`src/rtl/sbr_pkg.sv`:
```
package sbr_pkg;
  typedef enum logic [2:0] {
    RC_IDLE,
    RC_GUARD,
    RC_LOW,
    RC_HIGH,
    RC_HOLD
  } rc_state_e;

  function automatic int unsigned ceil_div(input int unsigned a, input int unsigned b);
    return (a + b - 1) / b;
  endfunction
endpackage

```
`src/rtl/sbr_stuck_timer.sv`:
```
module sbr_stuck_timer #(
  parameter int unsigned LIMIT = 1500000
) (
  input  logic clk_i,
  input  logic rst_ni,
  input  logic clr_i,
  input  logic run_i,
  output logic expire_o
);
  localparam int unsigned W = $clog2(LIMIT + 1);

  logic [W-1:0] cnt_q;

  assign expire_o = run_i && !clr_i && (cnt_q == W'(LIMIT - 1));

  always_ff @(posedge clk_i or negedge rst_ni) begin
    if (!rst_ni) cnt_q <= '0;
    else if (clr_i || !run_i || expire_o) cnt_q <= '0;
    else cnt_q <= cnt_q + W'(1);
  end
endmodule

```
`src/rtl/sbr_clocker.sv`:
```
module sbr_clocker
  import sbr_pkg::*;
#(
  parameter int unsigned GUARD_CYC  = 2000,
  parameter int unsigned HALF_CYC   = 2941,
  parameter int unsigned MAX_PULSES = 16
) (
  input  logic clk_i,
  input  logic rst_ni,
  input  logic clear_i,
  input  logic start_i,
  input  logic en_i,
  output logic pull_o,
  output logic busy_o
);
  localparam int unsigned SPAN = (GUARD_CYC > HALF_CYC) ? GUARD_CYC : HALF_CYC;
  localparam int unsigned CW   = $clog2(SPAN + 1);
  localparam int unsigned PW   = $clog2(MAX_PULSES + 1);

  rc_state_e     state_q;
  logic [CW-1:0] cnt_q;
  logic [PW-1:0] npulse_q;

  always_ff @(posedge clk_i or negedge rst_ni) begin
    if (!rst_ni) begin
      state_q  <= RC_IDLE;
      cnt_q    <= '0;
      npulse_q <= '0;
    end else if (clear_i) begin
      state_q  <= RC_IDLE;
      cnt_q    <= '0;
      npulse_q <= '0;
    end else begin
      unique case (state_q)
        RC_IDLE: begin
          cnt_q    <= '0;
          npulse_q <= '0;
          if (start_i) state_q <= en_i ? RC_GUARD : RC_HOLD;
        end
        RC_GUARD: begin
          if (!en_i) state_q <= RC_HOLD;
          else if (cnt_q == CW'(GUARD_CYC - 1)) begin
            state_q <= RC_LOW;
            cnt_q   <= '0;
          end else cnt_q <= cnt_q + CW'(1);
        end
        RC_LOW: begin
          if (!en_i) state_q <= RC_HOLD;
          else if (cnt_q == CW'(HALF_CYC - 1)) begin
            state_q <= RC_HIGH;
            cnt_q   <= '0;
          end else cnt_q <= cnt_q + CW'(1);
        end
        RC_HIGH: begin
          if (!en_i) state_q <= RC_HOLD;
          else if (cnt_q == CW'(HALF_CYC - 1)) begin
            cnt_q    <= '0;
            npulse_q <= npulse_q + PW'(1);
            state_q  <= (npulse_q == PW'(MAX_PULSES - 1)) ? RC_HOLD : RC_LOW;
          end else cnt_q <= cnt_q + CW'(1);
        end
        default: state_q <= RC_HOLD;
      endcase
    end
  end

  assign pull_o = (state_q == RC_LOW);
  assign busy_o = (state_q == RC_GUARD) || (state_q == RC_LOW) || (state_q == RC_HIGH);
endmodule

```
`src/rtl/stuck_bus_recovery.sv`:
```
module stuck_bus_recovery #(
  parameter int unsigned CLK_FREQ_HZ = 50000000,
  parameter int unsigned TIMEOUT_US  = 30000,
  parameter int unsigned GUARD_US    = 40,
  parameter int unsigned RECOV_HZ    = 8500,
  parameter int unsigned MAX_PULSES  = 16
) (
  input  logic clk_i,
  input  logic rst_ni,
  input  logic sda_i,
  input  logic scl_i,
  input  logic en_i,
  input  logic pwr_good_i,
  output logic fault_o,
  output logic scl_pull_o,
  output logic busy_o,
  output logic accel_en_o
);
  localparam int unsigned CLK_KHZ     = CLK_FREQ_HZ / 1000;
  localparam int unsigned TIMEOUT_CYC = CLK_KHZ * TIMEOUT_US / 1000;
  localparam int unsigned GUARD_CYC   = sbr_pkg::ceil_div(CLK_KHZ * GUARD_US, 1000);
  localparam int unsigned HALF_CYC    = CLK_FREQ_HZ / (2 * RECOV_HZ);

  logic bus_free, en_q, en_rise, expire, fault_q, fault_clear, pull, busy;

  assign bus_free    = sda_i && scl_i;
  assign en_rise     = en_i && !en_q;
  // released-phase high on both lines, or re-enable, ends the fault
  assign fault_clear = fault_q && (en_rise || (bus_free && !pull));

  always_ff @(posedge clk_i or negedge rst_ni) begin
    if (!rst_ni) begin
      en_q    <= 1'b0;
      fault_q <= 1'b0;
    end else begin
      en_q <= en_i;
      if (!pwr_good_i) fault_q <= 1'b0;
      else if (expire) fault_q <= 1'b1;
      else if (fault_clear) fault_q <= 1'b0;
    end
  end

  sbr_stuck_timer #(.LIMIT(TIMEOUT_CYC)) i_timer (
    .clk_i   (clk_i),
    .rst_ni  (rst_ni),
    .clr_i   (!pwr_good_i || fault_q),
    .run_i   (!bus_free),
    .expire_o(expire)
  );

  sbr_clocker #(
    .GUARD_CYC (GUARD_CYC),
    .HALF_CYC  (HALF_CYC),
    .MAX_PULSES(MAX_PULSES)
  ) i_clocker (
    .clk_i  (clk_i),
    .rst_ni (rst_ni),
    .clear_i(!pwr_good_i || fault_clear),
    .start_i(expire),
    .en_i   (en_i),
    .pull_o (pull),
    .busy_o (busy)
  );

  assign fault_o    = fault_q;
  assign scl_pull_o = pull;
  assign busy_o     = busy;
  assign accel_en_o = pwr_good_i && !fault_q;
endmodule

```
`config.mk`:
```
export PLATFORM = sky130hd
export DESIGN_NAME = stuck_bus_recovery
export DESIGN_NICKNAME = d
export VERILOG_FILES = /design/src/rtl/sbr_pkg.sv /design/src/rtl/sbr_stuck_timer.sv /design/src/rtl/sbr_clocker.sv /design/src/rtl/stuck_bus_recovery.sv
export SDC_FILE = /design/constraint.sdc
export NUM_CORES = 1
export LEC_CHECK = 0
export ABC_AREA = 1
export BUFFER_PORTS_ARGS = -buffer_cell sky130_fd_sc_hd__buf_2
export CAP_MARGIN = 20
export CORE_MARGIN = 2
export CORE_UTILIZATION = 66
export DETAILED_ROUTE_END_ITERATION = 10
export PLACE_DENSITY = 0.89
export SYNTH_ARGS = -nofsm -noshare
export SYNTH_HDL_FRONTEND = slang
export SYNTH_SLANG_ARGS = --single-unit
```
`constraint.sdc`:
```
create_clock -name clk_i -period 3.2 [get_ports clk_i]
set_input_delay 0.48 -clock clk_i [delete_from_list [all_inputs] [get_ports clk_i]]
set_output_delay 0.48 -clock clk_i [all_outputs]
set_load 0.01 [all_outputs]
```
### Word-level counts from Yosys, hierarchy flattened

Index checks and enable logic that the tools add are counted.

* add/subtract/negate cells: 3
* eq/ne operators: 16
* multiplexer cells: 25
* reduce and logical (&&, ||, !) cells: 27

Operator list (number)
* two-way mux 12 bit: 5
* case mux 12 bit (3 select lines): 1
* two-way mux 3 bit: 10
* adder 21 x 1 -> 21 bit, second input constant: 1
* equality test 21 bit, second input constant: 1
* two-way mux 21 bit: 1
* two-way mux 5 bit: 3
* adder 12 x 1 -> 12 bit, second input constant: 1
* equality test 12 x 11 -> 1 bit, second input constant: 1
* equality test 12 bit, second input constant: 1
* != test 4 x 2 -> 1 bit, second input constant: 3
* case mux 3 bit (4 select lines): 1
* case mux 5 bit (2 select lines): 1
* != test 3 x 1 -> 1 bit, second input constant: 3
* != test 3 x 2 -> 1 bit, second input constant: 3
* logical AND 1 bit: 7
* logical OR 1 bit: 7
* equality test 3 x 2 -> 1 bit, second input constant: 2
* zero test 1 bit: 6
* AND reduction 3 bit: 2
* adder 5 x 1 -> 5 bit, second input constant: 1
* equality test 5 x 4 -> 1 bit, second input constant: 1
* AND reduction 4 bit: 1
* nonzero test 4 bit: 1
* other kinds (5): 7

* register bits after elaboration: 43
* input bits: 6
* output and inout bits: 4
* word-level logic and storage cells: 77

### Logic depth before layout (Yosys ltp)

Gate-level depths: netlist (run 1).

* depth in word-level cells: 8
* mapped depth: 11
* mapped depth without buffers: 11

### Cells and area by module

From an unflattened synthesis (run 1), not the netlist that was laid out.

* cell total of the unflattened synthesis: 388
* area total of the unflattened synthesis: 2768.9 sq um

By module, submodules not included
* sbr_clocker: times used 1, cells an instance 201, area each 1395.1 sq um
* sbr_stuck_timer: times used 1, cells an instance 174, area each 1271.2 sq um
* stuck_bus_recovery: times used 1, cells an instance 13, area each 102.6 sq um

### Least setup slack after synthesis (run 1)

OpenSTA, ideal clock, no wires.

* path type: register to register
* start: register i_timer.cnt_q[0]
* end: register i_timer.cnt_q[11]
* library setup time: 0.119 ns
* arrival: 1.416 ns
* data required time: 3.081 ns
* path slack: 1.666 ns
* cell stages (with the launch flop): 10
* buffers on the path: 1
* path through: dfrtp_1 -> ha_1 -> nand2_2 -> nor2_2 -> nand3_1 -> nor2_2 -> nor2_2 -> inv_2 -> buf_4 -> nor2_1

* word-level cells in the longest chain between the ends: 4
* elaborated cells on any way between the ends: 5
* classes of those cells: add/sub (1); eq/ne (1); mux (1); reduce/logical (2)

Ends and longest elaborated chain
* start, declared: RTL line sbr_stuck_timer.sv:12 `logic [W-1:0] cnt_q;`
* start signal, assigned: RTL line sbr_stuck_timer.sv:19 `else cnt_q <= cnt_q + W'(1);`
* parallel branches: the longest is 3 deep, another holds adder 21 x 1 -> 21 bit
* two-way mux 21 bit *: RTL line sbr_stuck_timer.sv:18 `else if (clr_i || !run_i || expire_o) cnt_q <= '0;`

Every way passes the cells marked *.
A chain may end at the register's enable or synchronous reset.

### Worst setup path in the final report (run 1)

* start: register i_clocker.state_q[2]
* end: output port busy_o

* word-level cells in the longest chain between the ends: 3
* elaborated cells on any way between the ends: 5
* classes of those cells: eq/ne (3); reduce/logical (2)

Ends and longest elaborated chain
* start, declared: RTL line sbr_clocker.sv:20 `rc_state_e state_q;`
* start signal, assigned: RTL line sbr_clocker.sv:38 `if (start_i) state_q <= en_i ? RC_GUARD : RC_HOLD;`
* start signal, assigned: RTL line sbr_clocker.sv:59 `state_q <= (npulse_q == PW'(MAX_PULSES - 1)) ? RC_HOLD : RC_LOW;`
* equality test 3 x 1 -> 1 bit / equality test 3 x 2 -> 1 bit (equally long branches): RTL line sbr_clocker.sv:68 `assign busy_o = (state_q == RC_GUARD) || (state_q == RC_LOW) || (state_q == RC_HIGH);`
* logical OR 1 bit: RTL line sbr_clocker.sv:68
* logical OR 1 bit *: RTL line sbr_clocker.sv:68
* end, declared: RTL line stuck_bus_recovery.sv:16 `output logic busy_o,`

Mark *: on every way between the ends. The rest lies on a longest branch, timed or not.

==> flow_summary.html, run 1 <==
<table>
<tr><th>Metric</th><th>Value</th></tr>
<tr><th colspan="2">Outcome</th></tr>
<tr><td>Run status</td><td>completed</td></tr>
<tr><th colspan="2">Drt</th></tr>
<tr><td>Routed Antenna Nets</td><td>0</td></tr>
<tr><td>Average routed wire per standard cell</td><td>13.5 um</td></tr>
<tr><td>Total iterations of the first detailed-routing run</td><td>5</td></tr>
<tr><td>1st-iter DRT viols</td><td>about 220</td></tr>
<tr><td>Total routed wirelength</td><td>just over 6000 um</td></tr>
<tr><td>Routed vias</td><td>2560</td></tr>
<tr><td>DRC viols</td><td>0</td></tr>
<tr><td>Via-per-instance ratio</td><td>roughly 5.7</td></tr>
<tr><th colspan="2">Global routing</th></tr>
<tr><td>Via count of the first global-routing pass</td><td>2252</td></tr>
<tr><td>Global-route wire length before repair</td><td>9830 um</td></tr>
<tr><td>Pin count of the biggest net entering global routing</td><td>44</td></tr>
<tr><td>Overall routing resource usage</td><td>28.6%</td></tr>
<tr><td>Total congestion overflow after global routing</td><td>0</td></tr>
<tr><td>Initial antenna violation count</td><td>0</td></tr>
<tr><th colspan="2">Floorplan</th></tr>
<tr><td>Total Die Area</td><td>between 0.004 and 0.005 mm^2</td></tr>
<tr><td>CORE AREA</td><td>a little under 0.004 mm^2</td></tr>
<tr><td>Num rows</td><td>23</td></tr>
<tr><td>Number of top-level design ports</td><td>10</td></tr>
<tr><td>X dimension of the die</td><td>67.8 um</td></tr>
<tr><td>Initial Util</td><td>68.1%</td></tr>
<tr><td>Die height</td><td>67.8 um</td></tr>
<tr><th colspan="2">Clock tree</th></tr>
<tr><td>Number of buffers added by the clock tree synthesis step</td><td>5</td></tr>
<tr><td>CTS H-tree depth</td><td>2</td></tr>
<tr><td>Maximum number of buffers from clock root to sink</td><td>2</td></tr>
<tr><td>Number of post-CTS setup repair buffers</td><td>0</td></tr>
<tr><td>CTS Hold Buffers Added</td><td>0</td></tr>
<tr><td>Clock latency on the worst-skew pair</td><td>about 300 ps</td></tr>
<tr><td>Buffer type at the clock tree root</td><td>sky130_fd_sc_hd__clkbuf_8</td></tr>
<tr><td>Register clock-pin slew on the reported worst setup and hold paths</td><td>80 ps</td></tr>
<tr><td>Number of sinks on the clock net</td><td>43</td></tr>
<tr><td>Total of cells resized after clock tree synthesis</td><td>0</td></tr>
<tr><td>CTS tree</td><td>yes</td></tr>
<tr><th colspan="2">Timing</th></tr>
<tr><td>Worst setup skew after layout</td><td>~10 ps</td></tr>
<tr><td>Actual slew at the worst max-slew pin</td><td>965 ps</td></tr>
<tr><td>Max-Slew Margin vs Limit</td><td>between 30 and 40%</td></tr>
<tr><td>Final setup violation count</td><td>0</td></tr>
<tr><td>Minimum period implied by the final worst setup slack</td><td>1820 ps</td></tr>
<tr><td>Total negative setup slack</td><td>0 ps</td></tr>
<tr><td>Final Hold Violating Endpoints</td><td>0</td></tr>
<tr><td>RSZ-0062 raised after global routing</td><td>no</td></tr>
<tr><td>Final Max Tran Viols</td><td>0</td></tr>
<tr><td>Upper clock frequency limit</td><td>548 MHz</td></tr>
<tr><td>Crit share post-route</td><td>57.0%</td></tr>
<tr><th colspan="2">Placement</th></tr>
<tr><td>Last weighted congestion value of the routability-driven placer</td><td>0.969</td></tr>
<tr><td>DPL Wire Length</td><td>4380 um</td></tr>
<tr><td>Total of buffers placed on input and output ports</td><td>9</td></tr>
<tr><th colspan="2">Logic synthesis</th></tr>
<tr><td>Portion of the post-synthesis area used by sequential elements</td><td>40.1%</td></tr>
<tr><td>Multiplexer share of the synthesized area</td><td>0%</td></tr>
<tr><td>Synthesized netlist cell count</td><td>386</td></tr>
<tr><td>Dominant combinational cell family by area after synthesis</td><td>simple AND/OR/NAND/NOR gates</td></tr>
<tr><td>Total standard cell area after synthesis</td><td>0.00268 mm^2</td></tr>
<tr><td>Complex-gate fraction of the synthesized area</td><td>about 5.7%</td></tr>
<tr><td>Proportion of register bits with asynchronous set or reset after synthesis</td><td>100%</td></tr>
<tr><td>EDFF count, synth</td><td>0</td></tr>
<tr><td>Simple-Gate Fraction of Synth Area</td><td>40.1%</td></tr>
<tr><td>Mean area per synthesized cell</td><td>6.95 um^2</td></tr>
<tr><td>Post-synthesis share of cell area spent on full adders, half adders and majority gates</td><td>roughly 2.3%</td></tr>
<tr><td>Count of state elements after synthesis</td><td>43</td></tr>
<tr><td>Post-Synthesis Net Count</td><td>397</td></tr>
<tr><td>Warnings from Yosys</td><td>0</td></tr>
<tr><td>Number of distinct library cells after synthesis</td><td>29</td></tr>
<tr><td>Post-synthesis xor/xnor area fraction</td><td>2.94%</td></tr>
<tr><td>Most used flip-flop cell after synthesis</td><td>sky130_fd_sc_hd__dfrtp_1</td></tr>
<tr><th colspan="2">Pwr</th></tr>
<tr><td>Seq pwr share</td><td>44.6%</td></tr>
<tr><td>Net switching power of the design</td><td>0.000366 W</td></tr>
<tr><td>Power density of the placed cells</td><td>447 mW/mm^2</td></tr>
<tr><td>Clock power frac</td><td>between 30% and 40%</td></tr>
<tr><td>Worst ir drop on vdd</td><td>between 200 and 250 uV</td></tr>
<tr><td>Switching share of power</td><td>28.3%</td></tr>
<tr><td>Total leakage power</td><td>1.38 nW</td></tr>
<tr><td>Internal cell power</td><td>0.000927 W</td></tr>
<tr><td>Combinational fraction of design power</td><td>16.1%</td></tr>
<tr><th colspan="2">Layout</th></tr>
<tr><td>Number of nets in the finished design</td><td>408</td></tr>
<tr><td>Most common cell after layout, fill and taps aside</td><td>sky130_fd_sc_hd__nand2_1</td></tr>
<tr><td>Synth-to-layout area growth</td><td>7.74%</td></tr>
<tr><td>Number of antenna repair diodes</td><td>0</td></tr>
<tr><td>Commonest cells after routing, fill and taps aside</td><td>sky130_fd_sc_hd__nand2_1 (87), sky130_fd_sc_hd__nor2_1 (72), sky130_fd_sc_hd__inv_1 (50)</td></tr>
<tr><td>Final core area utilization</td><td>73.3%</td></tr>
<tr><td>Proportion of layout cells with a drive suffix above 1</td><td>9.05%</td></tr>
<tr><th colspan="2">Setup path</th></tr>
<tr><td>Setup crit end kind</td><td>primary output</td></tr>
<tr><td>Maximum fanout along the worst path</td><td>5</td></tr>
<tr><td>Crit path required time</td><td>2720 ps</td></tr>
<tr><td>Chain of cells forming the critical path</td><td>inv_1, nand3_1, o21ai_0, buf_2</td></tr>
<tr><td>Crit Path Category</td><td>flop to primary output</td></tr>
<tr><td>Delay-heaviest family, CP</td><td>flip-flops</td></tr>
<tr><td>CP Data Arrival Time</td><td>between 1000 and 1500 ps</td></tr>
<tr><td>Crit path largest cell delay</td><td>around 430 ps</td></tr>
<tr><td>Sort of element at the start of the critical path</td><td>flop</td></tr>
<tr><td>Critical path buffers and inverters</td><td>2</td></tr>
<tr><td>Slowest stage cell, crit path</td><td>sky130_fd_sc_hd__dfrtp_1</td></tr>
<tr><th colspan="2">Hold path</th></tr>
<tr><td>Hold Path Class</td><td>primary input to async pin</td></tr>
<tr><th colspan="2">Flow run</th></tr>
<tr><td>Max-cap violations</td><td>0</td></tr>
</table>
cell type report:
class / count / area [um^2]
inverter: 53 / 199
clock buffer: 5 / 68.8
sequential: 43 / 1080
fill: 310 / 1050
multi-input combinational: 285 / 1370
clock inverter: 3 / 67.6
tap: 50 / 62.6
timing repair buffer: 9 / 45.0
stage by stage:
step / area [um^2] / power [W] / setup slack, ps / cells / hold slack (ps)
after detailed placement: 2760 / 0.000794 / 1320 / 440 / 529
final: 2890 / 0.00129 / 1380 / 448 / 329
after floorplan: 2680 / 0.000740 / 1670 / 386 / 184
after global placement: 2760 / 0.000785 / 1370 / 440 / 520
after CTS: 2890 / 0.00130 / 1370 / 448 / 347
after global routing: 2890 / 0.00135 / 1230 / 448 / 360
state kept, by name, summed over array words and instances (netlist names):
signal	count
i_clocker.cnt_q	12
fault_o	1
i_clocker.npulse_q	5
i_clocker.state_q	3
i_timer.cnt_q	21
en_q	1
logic make-up (layout without fill, tap and decap cells):
group,count (synthesis),in the layout
adder cells (fa/ha/maj),5,5
buffers and inverters,58,70
XOR/XNOR,9,9
flip-flops,43,43
AO/OA/AOI/OAI,28,28
AND/OR/NAND/NOR,243,243
path summary, 6_finish.rpt:
path / start / end / slack (ps) / cells after the start
min in group clk_i: en_i / en_q / 370 / 1
hold / removal: rst_ni / i_timer.cnt_q[19] / 330 / 1
setup reg to reg: i_clocker.state_q[0] / i_clocker.cnt_q[2] / 1410 / 10
setup / recovery: i_clocker.state_q[2] / busy_o / 1380 / 4
max in group asynchronous: rst_ni / i_timer.cnt_q[7] / 2270 / 1
hold reg to reg: i_timer.cnt_q[20] / i_timer.cnt_q[20] / 550 / 2
routing by layer:
layer | vias to the layer above | track usage [%] | wire length [um]
li1 | 1255 | - | -
met1 | 1186 | 36.7 | 2690
met2 | 103 | 47.3 | 2930
met3 | 16 | 5.67 | 320
met4 | 0 | 11.8 | 119
met5 | - | 0 | 0
power groups by stage:
stage | logic, W | clock network (W) | registers, W
6_report | 0.000209 | 0.000508 | 0.000577
5_1_grt | 0.000237 | 0.000538 | 0.000579
2_1_floorplan | 0.000157 | 0 | 0.000583
3_3_place_gp | 0.000199 | 0 | 0.000586
4_1_cts | 0.000210 | 0.000516 | 0.000576
3_5_place_dp | 0.000208 | 0 | 0.000586
cells in the mapped netlist (7+ instances only):
cell type	number	area, um^2
sky130_fd_sc_hd__dfrtp_1	43	1080
sky130_fd_sc_hd__nand4_1	13	81.3
sky130_fd_sc_hd__o21ai_0	10	50.1
sky130_fd_sc_hd__a21oi_1	10	50.1
sky130_fd_sc_hd__nor2_1	72	270
sky130_fd_sc_hd__nand3_1	40	200
sky130_fd_sc_hd__nor3_1	14	70.1
sky130_fd_sc_hd__nand2_1	87	327
sky130_fd_sc_hd__inv_1	50	188
sky130_fd_sc_hd__xor2_1	7	61.3
(Power assumes the default switching activity.)
==> run 2: changes to the inputs <==
Settings changed: CORE_UTILIZATION 66 to 62, PLACE_DENSITY 0.89 to 0.85.
Clock period 3.2 ns to 1.7 ns, I/O delays scaled along.
==> flow_summary.html, run 2 (synthesized netlist as in run 1, its figures left out) <==
<table>
<tr><th>Metric</th><th>Value</th></tr>
<tr><th colspan="2">Outcome</th></tr>
<tr><td>Run status</td><td>completed (unchanged)</td></tr>
<tr><th colspan="2">Layout</th></tr>
<tr><td>Number of nets in the finished design</td><td>414 (was 408)</td></tr>
<tr><td>Number of antenna repair diodes</td><td>0 (unchanged)</td></tr>
<tr><td>Proportion of layout cells with a drive suffix above 1</td><td>12.6% (was 9.05%)</td></tr>
<tr><td>Synth-to-layout area growth</td><td>10.1% (was 7.74%)</td></tr>
<tr><td>Most flop-heavy register</td><td>i_timer.cnt_q (unchanged)</td></tr>
<tr><td>Largest register FFs</td><td>21 (unchanged)</td></tr>
<tr><td>Non-filler instance count after layout</td><td>454 (was 448)</td></tr>
<tr><td>Largest registers</td><td>i_timer.cnt_q (21), i_clocker.cnt_q (12), i_clocker.npulse_q (5) (unchanged)</td></tr>
<tr><td>Most common cell after layout, fill and taps aside</td><td>sky130_fd_sc_hd__nand2_1 (unchanged)</td></tr>
<tr><td>Final instance area</td><td>0.00296 mm^2 (was 0.00289 mm^2)</td></tr>
<tr><td>Commonest cells after routing, fill and taps aside</td><td>sky130_fd_sc_hd__nand2_1 (84), sky130_fd_sc_hd__nor2_1 (72), sky130_fd_sc_hd__inv_1 (48) (was sky130_fd_sc_hd__nand2_1 (87), sky130_fd_sc_hd__nor2_1 (72), sky130_fd_sc_hd__inv_1 (50))</td></tr>
<tr><th colspan="2">Pwr</th></tr>
<tr><td>Total Power</td><td>0.00217 W (was 0.00129 W)</td></tr>
<tr><td>Worst ir drop on vdd</td><td>693 uV (was 241 uV)</td></tr>
<tr><td>Power density of the placed cells</td><td>734 mW/mm^2 (was 447 mW/mm^2)</td></tr>
<tr><td>Total leakage power</td><td>1.40 nW (was 1.38 nW)</td></tr>
<tr><th colspan="2">Drt</th></tr>
<tr><td>Routed vias</td><td>2477 (was 2560)</td></tr>
<tr><td>Average routed wire per standard cell</td><td>12.5 um (was 13.5 um)</td></tr>
<tr><td>DRC viols</td><td>0 (unchanged)</td></tr>
<tr><td>Total iterations of the first detailed-routing run</td><td>4 (was 5)</td></tr>
<tr><td>Wire length on met2</td><td>2520 um (was 2930 um)</td></tr>
<tr><td>Routed Antenna Nets</td><td>0 (unchanged)</td></tr>
<tr><td>Wire length the detailed router placed on met1</td><td>2730 um (was 2690 um)</td></tr>
<tr><td>Total routed wirelength</td><td>5660 um (was 6060 um)</td></tr>
<tr><td>1st-iter DRT viols</td><td>265 (was 219)</td></tr>
<tr><td>Via-per-instance ratio</td><td>5.46 (was 5.71)</td></tr>
<tr><td>Max layer used</td><td>met4 (unchanged)</td></tr>
<tr><td>Met3 Routed Length</td><td>339 um (was 320 um)</td></tr>
<tr><th colspan="2">Setup path</th></tr>
<tr><td>Chain of cells forming the critical path</td><td>inv_1, nand3_1, o21ai_0, buf_2 (unchanged)</td></tr>
<tr><td>Crit path required time</td><td>1440 ps (was 2720 ps)</td></tr>
<tr><td>Maximum fanout along the worst path</td><td>5 (unchanged)</td></tr>
<tr><td>CP Data Arrival Time</td><td>1380 ps (was 1340 ps)</td></tr>
<tr><td>Delay-heaviest family, CP</td><td>flip-flops (unchanged)</td></tr>
<tr><td>Sort of element at the start of the critical path</td><td>flop (unchanged)</td></tr>
<tr><td>Slowest stage cell, crit path</td><td>sky130_fd_sc_hd__dfrtp_1 (unchanged)</td></tr>
<tr><td>Crit Path Category</td><td>flop to primary output (unchanged)</td></tr>
<tr><td>Critical path buffers and inverters</td><td>2 (unchanged)</td></tr>
<tr><td>Setup crit end kind</td><td>primary output (unchanged)</td></tr>
<tr><td>Crit path largest cell delay</td><td>420 ps (was 430 ps)</td></tr>
<tr><th colspan="2">Clock tree</th></tr>
<tr><td>Maximum number of buffers from clock root to sink</td><td>2 (unchanged)</td></tr>
<tr><td>Buffer type at the clock tree root</td><td>sky130_fd_sc_hd__clkbuf_8 (unchanged)</td></tr>
<tr><td>Clock latency on the worst-skew pair</td><td>300 ps (about the same)</td></tr>
<tr><td>Number of buffers added by the clock tree synthesis step</td><td>5 (unchanged)</td></tr>
<tr><td>CTS tree</td><td>yes (unchanged)</td></tr>
<tr><td>Number of post-CTS setup repair buffers</td><td>0 (unchanged)</td></tr>
<tr><td>Number of sinks on the clock net</td><td>43 (unchanged)</td></tr>
<tr><td>CTS H-tree depth</td><td>2 (unchanged)</td></tr>
<tr><td>Register clock-pin slew on the reported worst setup and hold paths</td><td>90 ps (was 80 ps)</td></tr>
<tr><th colspan="2">Global routing</th></tr>
<tr><td>Global-route wire length before repair</td><td>10000 um (was 9830 um)</td></tr>
<tr><td>Overall routing resource usage</td><td>25.0% (was 28.6%)</td></tr>
<tr><td>Initial antenna violation count</td><td>0 (unchanged)</td></tr>
<tr><td>Total congestion overflow after global routing</td><td>0 (unchanged)</td></tr>
<tr><td>Via count of the first global-routing pass</td><td>2275 (was 2252)</td></tr>
<tr><td>Pin count of the biggest net entering global routing</td><td>26 (was 44)</td></tr>
<tr><th colspan="2">Floorplan</th></tr>
<tr><td>Total Die Area</td><td>0.00487 mm^2 (was 0.00459 mm^2)</td></tr>
<tr><td>Num rows</td><td>23 (unchanged)</td></tr>
<tr><td>Number of top-level design ports</td><td>10 (unchanged)</td></tr>
<tr><td>CORE AREA</td><td>0.00409 mm^2 (was 0.00394 mm^2)</td></tr>
<tr><td>Initial Util</td><td>65.7% (was 68.1%)</td></tr>
<tr><td>X dimension of the die</td><td>69.8 um (was 67.8 um)</td></tr>
<tr><td>Die height</td><td>69.8 um (was 67.8 um)</td></tr>
<tr><th colspan="2">Timing</th></tr>
<tr><td>Final setup violation count</td><td>0 (unchanged)</td></tr>
<tr><td>Final Hold Violating Endpoints</td><td>0 (unchanged)</td></tr>
<tr><td>Final Max Tran Viols</td><td>0 (unchanged)</td></tr>
<tr><td>RSZ-0062 raised after global routing</td><td>yes (was no)</td></tr>
<tr><td>Upper clock frequency limit</td><td>around 610 MHz</td></tr>
<tr><td>Crit share post-route</td><td>96.1%</td></tr>
<tr><td>Minimum period implied by the final worst setup slack</td><td>1630 ps</td></tr>
<tr><td>Worst setup skew after layout</td><td>11.8 ps (was 10.0 ps)</td></tr>
<tr><td>Actual slew at the worst max-slew pin</td><td>454 ps (was 965 ps)</td></tr>
<tr><td>Max-Slew Margin vs Limit</td><td>69.7% (was 35.7%)</td></tr>
<tr><td>Total negative setup slack</td><td>0 ps (unchanged)</td></tr>
<tr><th colspan="2">Placement</th></tr>
<tr><td>DPL Wire Length</td><td>4270 um (was 4380 um)</td></tr>
<tr><td>Number of instances in the placed design</td><td>445 (was 440)</td></tr>
<tr><td>Total of buffers placed on input and output ports</td><td>9 (unchanged)</td></tr>
<tr><td>Area post-placement</td><td>0.00281 mm^2 (was 0.00276 mm^2)</td></tr>
<tr><td>Last weighted congestion value of the routability-driven placer</td><td>0.897 (was 0.969)</td></tr>
<tr><th colspan="2">Flow run</th></tr>
<tr><td>Max-cap violations</td><td>0 (unchanged)</td></tr>
<tr><th colspan="2">Hold path</th></tr>
<tr><td>Hold Path Class</td><td>primary input to flop (was primary input to async pin)</td></tr>
</table>
[run 2: where the power goes]
group | internal, W | switching [W]
combinational | 0.000141 | 0.000311
clock | 0.000287 | 0.000351
sequential | 0.00105 | 0.0000272
total | 0.00148 | 0.000689
[run 2: metal layers]
| metal | GRT usage, % | vias to the layer above |
|---|---|---|
| li1 | - | 1272 |
| met2 | 38.8 | 87 |
| met5 | 0 | - |
| met3 | 4.94 | 11 |
| met4 | 6.20 | 0 |
| met1 | 35.9 | 1107 |
[run 2: stage by stage]
stage | hold WS, ps | utilization [%] | worst slack, ps
5_1_grt | 165 | 72.3 | -25.9
6_report | 165 | 72.3 | 66.8
2_1_floorplan | -40.6 | - | 166
4_1_cts | 159 | 71.0 | 49.2
3_3_place_gp | 221 | 68.6 | 74.2
3_5_place_dp | 228 | 68.6 | 47.6
[run 2: worst register-to-register path: cells and delay by family (launching register included)]
kind | cells | cell delay (ps)
flip-flops | 1 | 420
adder cells (fa/ha/maj) | 1 | 180
buffers and inverters | 2 | 130
AND/OR/NAND/NOR | 7 | 760
[run 2: layout make-up]
cell class	instances	area, um^2
Fill cell	342	1130
Clock buffer	6	72.6
Timing Repair Buffer	15	105
Tap cell	50	62.6
Sequential cell	43	1080
Clock inverter	2	12.5
Multi-Input combinational cell	285	1430
Inverter	53	201
[run 2: worst paths after layout]
check / start / end / slack [ps] / cells after the start
max reg2reg: i_clocker.cnt_q[0] / i_clocker.cnt_q[1] / 110 / 10
min in group asynchronous: rst_ni / i_timer.cnt_q[9] / 460 / 2
max in group asynchronous: rst_ni / i_timer.cnt_q[4] / 760 / 3
min: en_i / en_q / 160 / 1
max: i_clocker.state_q[2] / busy_o / 70 / 4
min reg2reg: i_clocker.cnt_q[6] / i_clocker.cnt_q[6] / 550 / 2
[run 2: repair_timing]
action	CTS	global route
hold endpoints to repair	18	0
hold buffers	1	0
gates resized for setup	0	15
endpoints found under the setup margin	0	37
